===== config.mk =====
export PLATFORM = sky130hd
export DESIGN_NAME = shared_const_mult
export DESIGN_NICKNAME = d
export VERILOG_FILES = /design/src/rtl/scm_pkg.sv /design/src/rtl/scm_stage_reg.sv /design/src/rtl/scm_control.sv /design/src/rtl/scm_datapath.sv /design/src/rtl/shared_const_mult.sv
export SDC_FILE = /design/constraint.sdc
export NUM_CORES = 1
export LEC_CHECK = 0
export CORE_ASPECT_RATIO = 0.9
export CORE_UTILIZATION = 62
export DETAILED_ROUTE_END_ITERATION = 10
export DONT_BUFFER_PORTS = 1
export PLACE_DENSITY = 0.86
export SKIP_CTS_REPAIR_TIMING = 1
export SYNTH_ARGS = -nofsm -noshare
export SYNTH_HDL_FRONTEND = slang
export SYNTH_HIERARCHICAL = 1
export SYNTH_SLANG_ARGS = --single-unit

===== constraint.sdc =====
create_clock -name clk -period 2.6 [get_ports clk]
set_input_delay 0.39 -clock clk [delete_from_list [all_inputs] [get_ports clk]]
set_output_delay 0.39 -clock clk [all_outputs]
set_load 0.05 [all_outputs]

===== src/rtl/scm_pkg.sv =====
package scm_pkg;

  // Number of adder levels in either structure; one register stage per level.
  localparam int unsigned ADD_LEVELS = 2;

  // Load strobes sent from the control to the datapath registers.
  typedef struct packed {
    logic load1;  // a valid sample enters the first register stage
    logic load2;  // a valid sample enters the output register stage
  } stageStrb_t;

endpackage


===== src/rtl/scm_stage_reg.sv =====
module scm_stage_reg #(
  parameter int unsigned WIDTH  = 8,
  parameter bit          BYPASS = 1'b0
) (
  input  logic                    clk,
  input  logic                    load,
  input  logic signed [WIDTH-1:0] d,
  output logic signed [WIDTH-1:0] q
);

  generate
    if (BYPASS) begin : g_wire
      assign q = d;
    end else begin : g_reg
      logic signed [WIDTH-1:0] held;
      always_ff @(posedge clk) begin
        if (load) held <= d;
      end
      assign q = held;
    end
  endgenerate

endmodule


===== src/rtl/scm_control.sv =====
module scm_control
  import scm_pkg::*;
#(
  parameter bit PIPELINED = 1'b1
) (
  input  logic       clk,
  input  logic       rst,
  input  logic       inValid,
  output stageStrb_t strb,
  output logic       outValid
);

  generate
    if (PIPELINED) begin : g_pipe
      logic [ADD_LEVELS-1:0] validSr;
      logic [1:0]            warm;

      always_ff @(posedge clk) begin
        if (rst) begin
          validSr <= '0;
        end else begin
          validSr <= {validSr[ADD_LEVELS-2:0], inValid};
        end
      end

      // Counts clean cycles since reset so that the latency check never
      // looks back into the reset period.
      always_ff @(posedge clk) begin
        if (rst)               warm <= 2'd0;
        else if (warm != 2'd2) warm <= warm + 2'd1;
      end

      assign strb.load1 = inValid;
      assign strb.load2 = validSr[0];
      assign outValid   = validSr[ADD_LEVELS-1];

      // reset empties the strobe pipeline
      a_r6_reset_clears : assert property (@(posedge clk) rst |=> !outValid);

      // strobe delayed by exactly two cycles
      a_r5_latency : assert property (@(posedge clk) disable iff (rst)
        (warm == 2'd2) |-> (outValid == $past(inValid, 2)));
    end else begin : g_comb
      assign strb.load1 = inValid;
      assign strb.load2 = inValid;
      assign outValid   = inValid;
    end
  endgenerate

endmodule


===== src/rtl/scm_datapath.sv =====
module scm_datapath
  import scm_pkg::*;
#(
  parameter int unsigned DATA_W    = 8,
  parameter bit          SHARED    = 1'b1,
  parameter bit          PIPELINED = 1'b1
) (
  input  logic                     clk,
  input  stageStrb_t               strb,
  input  logic signed [DATA_W-1:0] xIn,
  output logic signed [DATA_W+2:0] p7Out,
  output logic signed [DATA_W+4:0] p21Out
);

  localparam int unsigned W7  = DATA_W + 3;
  localparam int unsigned W21 = DATA_W + 5;

  // Level 1: 7x = (x << 3) - x, sign-extended before the wired shift.
  logic signed [W7-1:0]  xExt7;
  logic signed [W7-1:0]  p7L1;
  logic signed [W7-1:0]  p7S1;
  logic signed [W21-1:0] p21L2;

  assign xExt7 = W7'(xIn);
  assign p7L1  = (xExt7 <<< 3) - xExt7;

  scm_stage_reg #(.WIDTH(W7), .BYPASS(!PIPELINED)) u_reg7s1 (
    .clk(clk), .load(strb.load1), .d(p7L1), .q(p7S1)
  );

  generate
    if (SHARED) begin : g_shared
      // Level 2: 21x = (7x << 1) + 7x, reusing the level-1 product.
      logic signed [W21-1:0] p7Wide;
      assign p7Wide = W21'(p7S1);
      assign p21L2  = (p7Wide <<< 1) + p7Wide;
    end else begin : g_direct
      // Level 1: 16x + 4x; level 2: + x. Independent of the 7x path.
      logic signed [W21-1:0]    xExt21;
      logic signed [W21-1:0]    partL1;
      logic signed [W21-1:0]    partS1;
      logic signed [DATA_W-1:0] xS1;

      assign xExt21 = W21'(xIn);
      assign partL1 = (xExt21 <<< 4) + (xExt21 <<< 2);

      scm_stage_reg #(.WIDTH(W21), .BYPASS(!PIPELINED)) u_regPart (
        .clk(clk), .load(strb.load1), .d(partL1), .q(partS1)
      );
      scm_stage_reg #(.WIDTH(DATA_W), .BYPASS(!PIPELINED)) u_regX (
        .clk(clk), .load(strb.load1), .d(xIn), .q(xS1)
      );

      assign p21L2 = partS1 + W21'(xS1);
    end
  endgenerate

  // Level-2 register: both products leave together.
  scm_stage_reg #(.WIDTH(W7), .BYPASS(!PIPELINED)) u_reg7s2 (
    .clk(clk), .load(strb.load2), .d(p7S1), .q(p7Out)
  );
  scm_stage_reg #(.WIDTH(W21), .BYPASS(!PIPELINED)) u_reg21s2 (
    .clk(clk), .load(strb.load2), .d(p21L2), .q(p21Out)
  );

endmodule


===== src/rtl/shared_const_mult.sv =====
module shared_const_mult
  import scm_pkg::*;
#(
  parameter int unsigned DATA_W    = 8,
  parameter bit          SHARED    = 1'b1,
  parameter bit          PIPELINED = 1'b1
) (
  input  logic                     clk,
  input  logic                     rst,
  input  logic                     inValid,
  input  logic signed [DATA_W-1:0] inData,
  output logic                     outValid,
  output logic signed [DATA_W+2:0] prod7,
  output logic signed [DATA_W+4:0] prod21
);

  stageStrb_t strb;

  scm_control #(.PIPELINED(PIPELINED)) u_ctrl (
    .clk(clk), .rst(rst), .inValid(inValid), .strb(strb), .outValid(outValid)
  );

  scm_datapath #(.DATA_W(DATA_W), .SHARED(SHARED), .PIPELINED(PIPELINED)) u_dp (
    .clk(clk), .strb(strb), .xIn(inData), .p7Out(prod7), .p21Out(prod21)
  );

  generate
    if (PIPELINED) begin : g_chkPipe
      // exact 7x of the sample taken two cycles earlier
      a_r1_times7 : assert property (@(posedge clk) disable iff (rst)
        outValid |-> (prod7 == 7 * $past(inData, 2)));
      // exact 21x of the same sample
      a_r2_times21 : assert property (@(posedge clk) disable iff (rst)
        outValid |-> (prod21 == 21 * $past(inData, 2)));
      // without a valid sample entering, the outputs hold
      a_r7_hold : assert property (@(posedge clk) disable iff (rst)
        !strb.load2 |=> ($stable(prod7) && $stable(prod21)));
    end else begin : g_chkComb
      always_comb begin
        if (inValid) begin
          a_r1_comb7 : assert (prod7 == 7 * inData);
          a_r2_comb21 : assert (prod21 == 21 * inData);
        end
      end
    end
  endgenerate

endmodule


==> results of run 1 <==
==> cells by family (layout without fill, tap and decap cells) <==
| logic type | after synthesis | count (layout) | share of synthesized area [%] |
|---|---|---|---|
| AOI/OAI and AO/OA | 28 | 28 | 10.66 |
| DFF | 37 | 37 | 58.48 |
| buffers and inverters | 17 | 24 | 3.621 |
| adders and majority gates | 19 | 19 | 13.15 |
| xor gates and xnor gates | 16 | 16 | 7.512 |
| and+or+nand+nor | 22 | 22 | 6.572 |
==> sequential cells by signal, summed over array words and instances, names as in the netlist <==
| name | cells |
|---|---|
| u_dp/u_reg21s2/q | 13 |
| u_dp/u_reg7s1/q | 11 |
| u_dp/u_reg7s2/q | 11 |
| u_ctrl/g_pipe.validSr | 2 |
==> per-stage QoR <==
step	cell area, sq um	instances
after floorplan	1866	139
final	1967	186
after CTS	1967	186
after global routing	1967	186
after global placement	1908	178
after detailed placement	1908	178
==> metal layers <==
metal	vias to the layer above	wire length, um	global-route usage (%)
met5	-	0	0
met4	0	51	10.47
met3	8	131	7.692
met2	39	1149	28.52
met1	458	1106	19.50
li1	522	-	-
==> worst max-delay path, cell delays in order, from the launching register on <==
cell and delay (ns):
edfxtp_1 0.44, ha_1 0.22, inv_1 0.07, fa_1 0.21
nand2b_2 0.16, a21oi_2 0.07, a2111oi_2 0.48, o21ai_1 0.17
a21o_1 0.20
==> power by group through the flow <==
stage / registers (W) / clock network (W) / logic (W)
3_3_place_gp: 0.00101 / 0 / 0.000328
4_1_cts: 0.000996 / 0.000300 / 0.000347
2_1_floorplan: 0.000995 / 0 / 0.000295
5_1_grt: 0.00101 / 0.000323 / 0.000390
6_report: 0.000995 / 0.000287 / 0.000351
3_5_place_dp: 0.00101 / 0 / 0.000346
==> final cells by class <==
cell class / count / area (sq um)
Clock buffer: 8 / 58.81
Multi-Input combinational cell: 85 / 706.9
Fill cell: 216 / 825.8
Sequential cell: 37 / 1091
Inverter: 16 / 60.06
Tap cell: 40 / 50.05
==> worst max path at each step <==
stage	startpoint	to	slack, ns	depth (start not counted)
detailed placement	u_dp/u_reg7s1/q[1]	u_dp/u_reg21s2/q[11]	0.39	8
CTS	u_dp/u_reg7s1/q[1]	u_dp/u_reg21s2/q[11]	0.38	8
floorplan	u_dp/u_reg7s1/q[1]	u_dp/u_reg21s2/q[11]	0.59	8
global placement	u_dp/u_reg7s1/q[1]	u_dp/u_reg21s2/q[11]	0.48	8
global route	u_dp/u_reg7s1/q[1]	u_dp/u_reg21s2/q[11]	0.23	8
finish	u_dp/u_reg7s1/q[1]	u_dp/u_reg21s2/q[11]	0.34	8
==> layout by cell type, fill, tap and decap left out, types with 2 or more instances in the layout <==
master    synthesis  layout
a21oi_1           8       8
nor3_1            3       3
xnor2_1          11      11
and3_1            3       3
nor2_1            4       4
a31oi_1           2       2
o21a_1            2       2
edfxtp_1         35      35
o21ai_0           2       2
inv_1            15      15
dfxtp_1           2       2
clkbuf_1          0       2
clkbuf_4          0       5
nand2_1           3       3
xor2_1            5       5
ha_1             18      18
a21o_1            5       5
nand3_1           4       4
nor2b_1           3       3
==> results.json, run 1 <==
{
  "status": "finished clean",
  "drt_pass1_iterations": 4,
  "via_count": 1027,
  "skew_ns": 0.007880,
  "diodes": 0,
  "pwr-share-comb_pct": 21.5,
  "wl_per_cell_um": 13.11,
  "required_ns": 2.69,
  "cts_htree_levels": 2,
  "synthCells": 139,
  "synth_top_flop_cell": "edfxtp_1",
  "gp_congestion": 0.8219,
  "fin_ws_ns": 0.3442,
  "hold_depth": 1,
  "cts-root-buf": "clkbuf_4",
  "io_pins": 36,
  "synth_top_cell_area_share_pct": 56.34,
  "regToRegSetupSlack_ns": 0.34,
  "nets": 175,
  "slew_viol_final": 0,
  "die_w_um": 59.82,
  "antenna_found_initial": 0,
  "synth.avg_cell_area_sq_um": 13.42,
  "synth_top_area_cell": "edfxtp_1",
  "hp-class": "in2reg",
  "track_usage_pct": 17.69,
  "rr_startpoint": "u_dp/u_reg7s1/q[1]",
  "clk_pin_slew_ns": 0.09,
  "p_per_area_nw_per_um2": 830.0,
  "worst_pin_slew_ns": 0.9766,
  "routed_wl_mm": 2.438,
  "drc_errors": 0,
  "cts_num_sinks": 37,
  "hold_violations": 0,
  "tritoncts": "built",
  "dr.first_iter.drc_count": 40,
  "port_buffers": 0,
  "synth-seq-cells": 37,
  "reg2reg_to": "u_dp/u_reg21s2/q[11]",
  "yosys-top-cells-area": "edfxtp_1 56%, ha_1 12%, xnor2_1 5.2%",
  "cts_buffers": 5,
  "fin_crit_ns": 2.256,
  "synth.distinct_cells": 31,
  "intPower_w": 0.001074,
  "crit_fanout": 4,
  "grt_max_degree": 26,
  "start_kind": "register",
  "synth_edf_count": 35,
  "viasPerCell": 5.522,
  "cp.arrival_ns": 2.34,
  "dp_slack_ns": 0.3879,
  "synth_nets": 169,
  "dieArea_sq_um": 3233,
  "clockBufferDepth": 2,
  "initial_core_util_pct": 66.80,
  "worstSetupPathType": "reg2reg",
  "gr-total-overflow": 0,
  "timing.final.crit_share_pct": 86.76,
  "fin_tns_setup_ns": 0,
  "synth-warning-count": 6,
  "std_cell_rows": 18,
  "clock_latency_ns": 0.33,
  "min-delay-start": "rst",
  "final_layout_size_suffix_gt1_share_pct": 8.219,
  "reg2reg_depth": 8,
  "final_antenna_net_count": 0,
  "holdWs_ns": 0.1256,
  "clock_power_share_pct": 17.6,
  "fp.coreArea_sq_um": 2793,
  "dieHeight_um": 54.04,
  "relSlewSlack_pct": 34.80,
  "dpl.hpwl_mm": 1.904,
  "maxCapViolations": 0,
  "utilization_pct": 70.43,
  "leakagePower_nw": 0.7848,
  "hold_end": "u_ctrl/g_pipe.validSr[0]",
  "rsz0062_at_grt": "false",
  "setup-violations-final": 0,
  "yosys.cell_count.top_type": "edfxtp_1",
  "switching_share_pct": 34.24,
  "async_reset_ff_share_pct": 0,
  "p_switching_w": 0.0005589,
  "fmax_ghz": 0.4433,
  "first_global_vias": 941,
  "area_delta_synth_final_pct": 5.433,
  "total_power_w": 0.001633,
  "ys_seq_area_share_pct": 58.48,
  "syn-cell-area_sq_um": 1866,
  "synthTopCellsByCount": "35 x edfxtp_1, 18 x ha_1, 15 x inv_1, 11 x xnor2_1, 8 x a21oi_1",
  "peakVddDrop_mv": 0.4071,
  "sequentialPowerShare_pct": 60.9,
  "endpoint_kind": "register",
  "grt_pass1_wl_mm": 3.919
}
No activity file was read; power rests on OpenSTA's default activity.
==> inputs of run 2 (changes only) <==
Settings changed: SLEW_MARGIN from default to 20.
==> results of run 2 <==
No change in the layout: final DEF, timing and power equal those of run 1.
==> inputs of run 3 (changes only) <==
Settings changed: CORE_MARGIN from default to 3.
==> run 3 against run 2 <==
Clock-buffer cell count is 3 lower. Combinational power hardly changed. Highest routed layer unchanged. Wire length is 1.6% higher. Flip-flop and latch count stayed put. Global-route usage is 1.8 points lower. Hold slack worse by 0.014 ns. Via count is 0.88% higher. Core utilization is 0.70 points lower.
==> results.json, run 3 (synthesis gave the netlist of run 1 again) <==
{
  "status": "finished clean",
  "first_global_vias": 1009,
  "wl_per_cell_um": 13.31,
  "maxCapViolations": 0,
  "viasPerCell": 5.570,
  "io_pins": 36,
  "dieHeight_um": 58.04,
  "diodes": 0,
  "leakagePower_nw": 0.7832,
  "p_per_area_nw_per_um2": 823.7,
  "cpPeakStageDelay_ns": 0.51,
  "n_fill_cell": 189,
  "dp_slack_ns": 0.4198,
  "setup-violations-final": 0,
  "gp_congestion": 0.7671,
  "required_ns": 2.69,
  "tritoncts": "built",
  "cp.arrival_ns": 2.30,
  "final_layout_size_suffix_gt1_share_pct": 9.589,
  "fin_ws_ns": 0.3926,
  "path_cells": "ha_1 -> inv_1 -> fa_1 -> nand2b_2 -> a21oi_2 -> a2111oi_2 -> a21oi_1 -> xor2_1",
  "hold_violations": 0,
  "worstSetupPathType": "reg2reg",
  "grt_max_degree": 26,
  "port_buffers": 0,
  "crit_fanout": 4,
  "clockBufferDepth": 2,
  "endpoint_kind": "register",
  "fp.coreArea_sq_um": 2815,
  "drc_errors": 0,
  "critPathSlowestCell": "a2111oi_2",
  "dpl.hpwl_mm": 1.934,
  "track_usage_pct": 15.84,
  "slew_viol_final": 0,
  "fmax_ghz": 0.4530,
  "initial_core_util_pct": 66.27,
  "timing.final.crit_share_pct": 84.90,
  "layout_commonest_cell": "edfxtp_1",
  "area_delta_synth_final_pct": 5.231,
  "die_w_um": 63.82,
  "clock_latency_ns": 0.33,
  "cp_top_family": "compound AO/OA/AOI/OAI gates",
  "path_buf_inv": 1,
  "hp-class": "in2reg",
  "rsz0062_at_grt": "false",
  "nets": 175,
  "peakVddDrop_mv": 0.3081,
  "drt_pass1_iterations": 4,
  "fin_crit_ns": 2.207,
  "std_cell_rows": 18,
  "relSlewSlack_pct": 34.02,
  "clk_pin_slew_ns": 0.10,
  "grt_pass1_wl_mm": 4.416,
  "layout_common_cells": "35 x edfxtp_1, 18 x ha_1, 15 x inv_1",
  "cts_buffers": 5,
  "routed_wl_mm": 2.476,
  "skew_ns": 0.007116,
  "largest_register_ffs": 13,
  "dieArea_sq_um": 3704,
  "cts_num_sinks": 37,
  "worst_pin_slew_ns": 0.9883,
  "start_kind": "register",
  "gr-total-overflow": 0,
  "final_antenna_net_count": 0,
  "fin_tns_setup_ns": 0,
  "antenna_found_initial": 0,
  "cts-root-buf": "clkbuf_4",
  "cts_htree_levels": 2,
  "dr.first_iter.drc_count": 59,
  "via_count": 1036
}
## run 3: routing by layer
metal  vias up  routed length (um)  global-route usage [%]
li1        526                   -                       -
met1       466                1099                   19.64
met2        37                1186                   24.30
met3         7                 117                   4.845
met4         0                  72                   10.15
met5         -                   0                       0
## run 3: through the flow
| step | total power (W) | utilization, % | std cells | area, sq um | hold slack, ns |
|---|---|---|---|---|---|
| finish | 0.001617 | 69.73 | 186 | 1963 | 0.1115 |
| global placement | 0.001336 | 67.78 | 178 | 1908 | 0.4626 |
| global route | 0.001719 | 69.73 | 186 | 1963 | 0.08958 |
| floorplan | 0.001290 | - | 139 | 1866 | 0.4494 |
| CTS | 0.001623 | 69.73 | 186 | 1963 | 0.09722 |
| detailed placement | 0.001354 | 67.78 | 178 | 1908 | 0.4635 |
## run 3: area by class of cell
class                   count  area (sq um)  share of cell area (%)
inverters                  16         60.06                   3.059
well taps                  40         50.05                   2.549
flip-flops and latches     37          1091                   55.58
multi-input cells          85         706.9                   36.01
clock buffers               5         37.54                   1.912
clock inverters             3         17.52                  0.8923
## run 3: power breakdown
group	total (W)	leakage, nW	switching (W)	internal (W)
Sequential	0.000994	0.349	0.000219	0.000775
Combinational	0.000349	0.403	0.000185	0.000164
Clock	0.000274	0.0310	0.000172	0.000102
## run 3: final timing paths
path	from	endpoint	slack (ns)	cells after the start
setup / recovery	u_dp/u_reg7s1/q[1]	u_dp/u_reg21s2/q[9]	0.39	8
hold reg to reg	u_dp/u_reg7s1/q[6]	u_dp/u_reg7s2/q[6]	0.50	0
setup reg to reg	u_dp/u_reg7s1/q[1]	u_dp/u_reg21s2/q[9]	0.39	8
hold / removal	rst	u_ctrl/g_pipe.validSr[0]	0.11	1
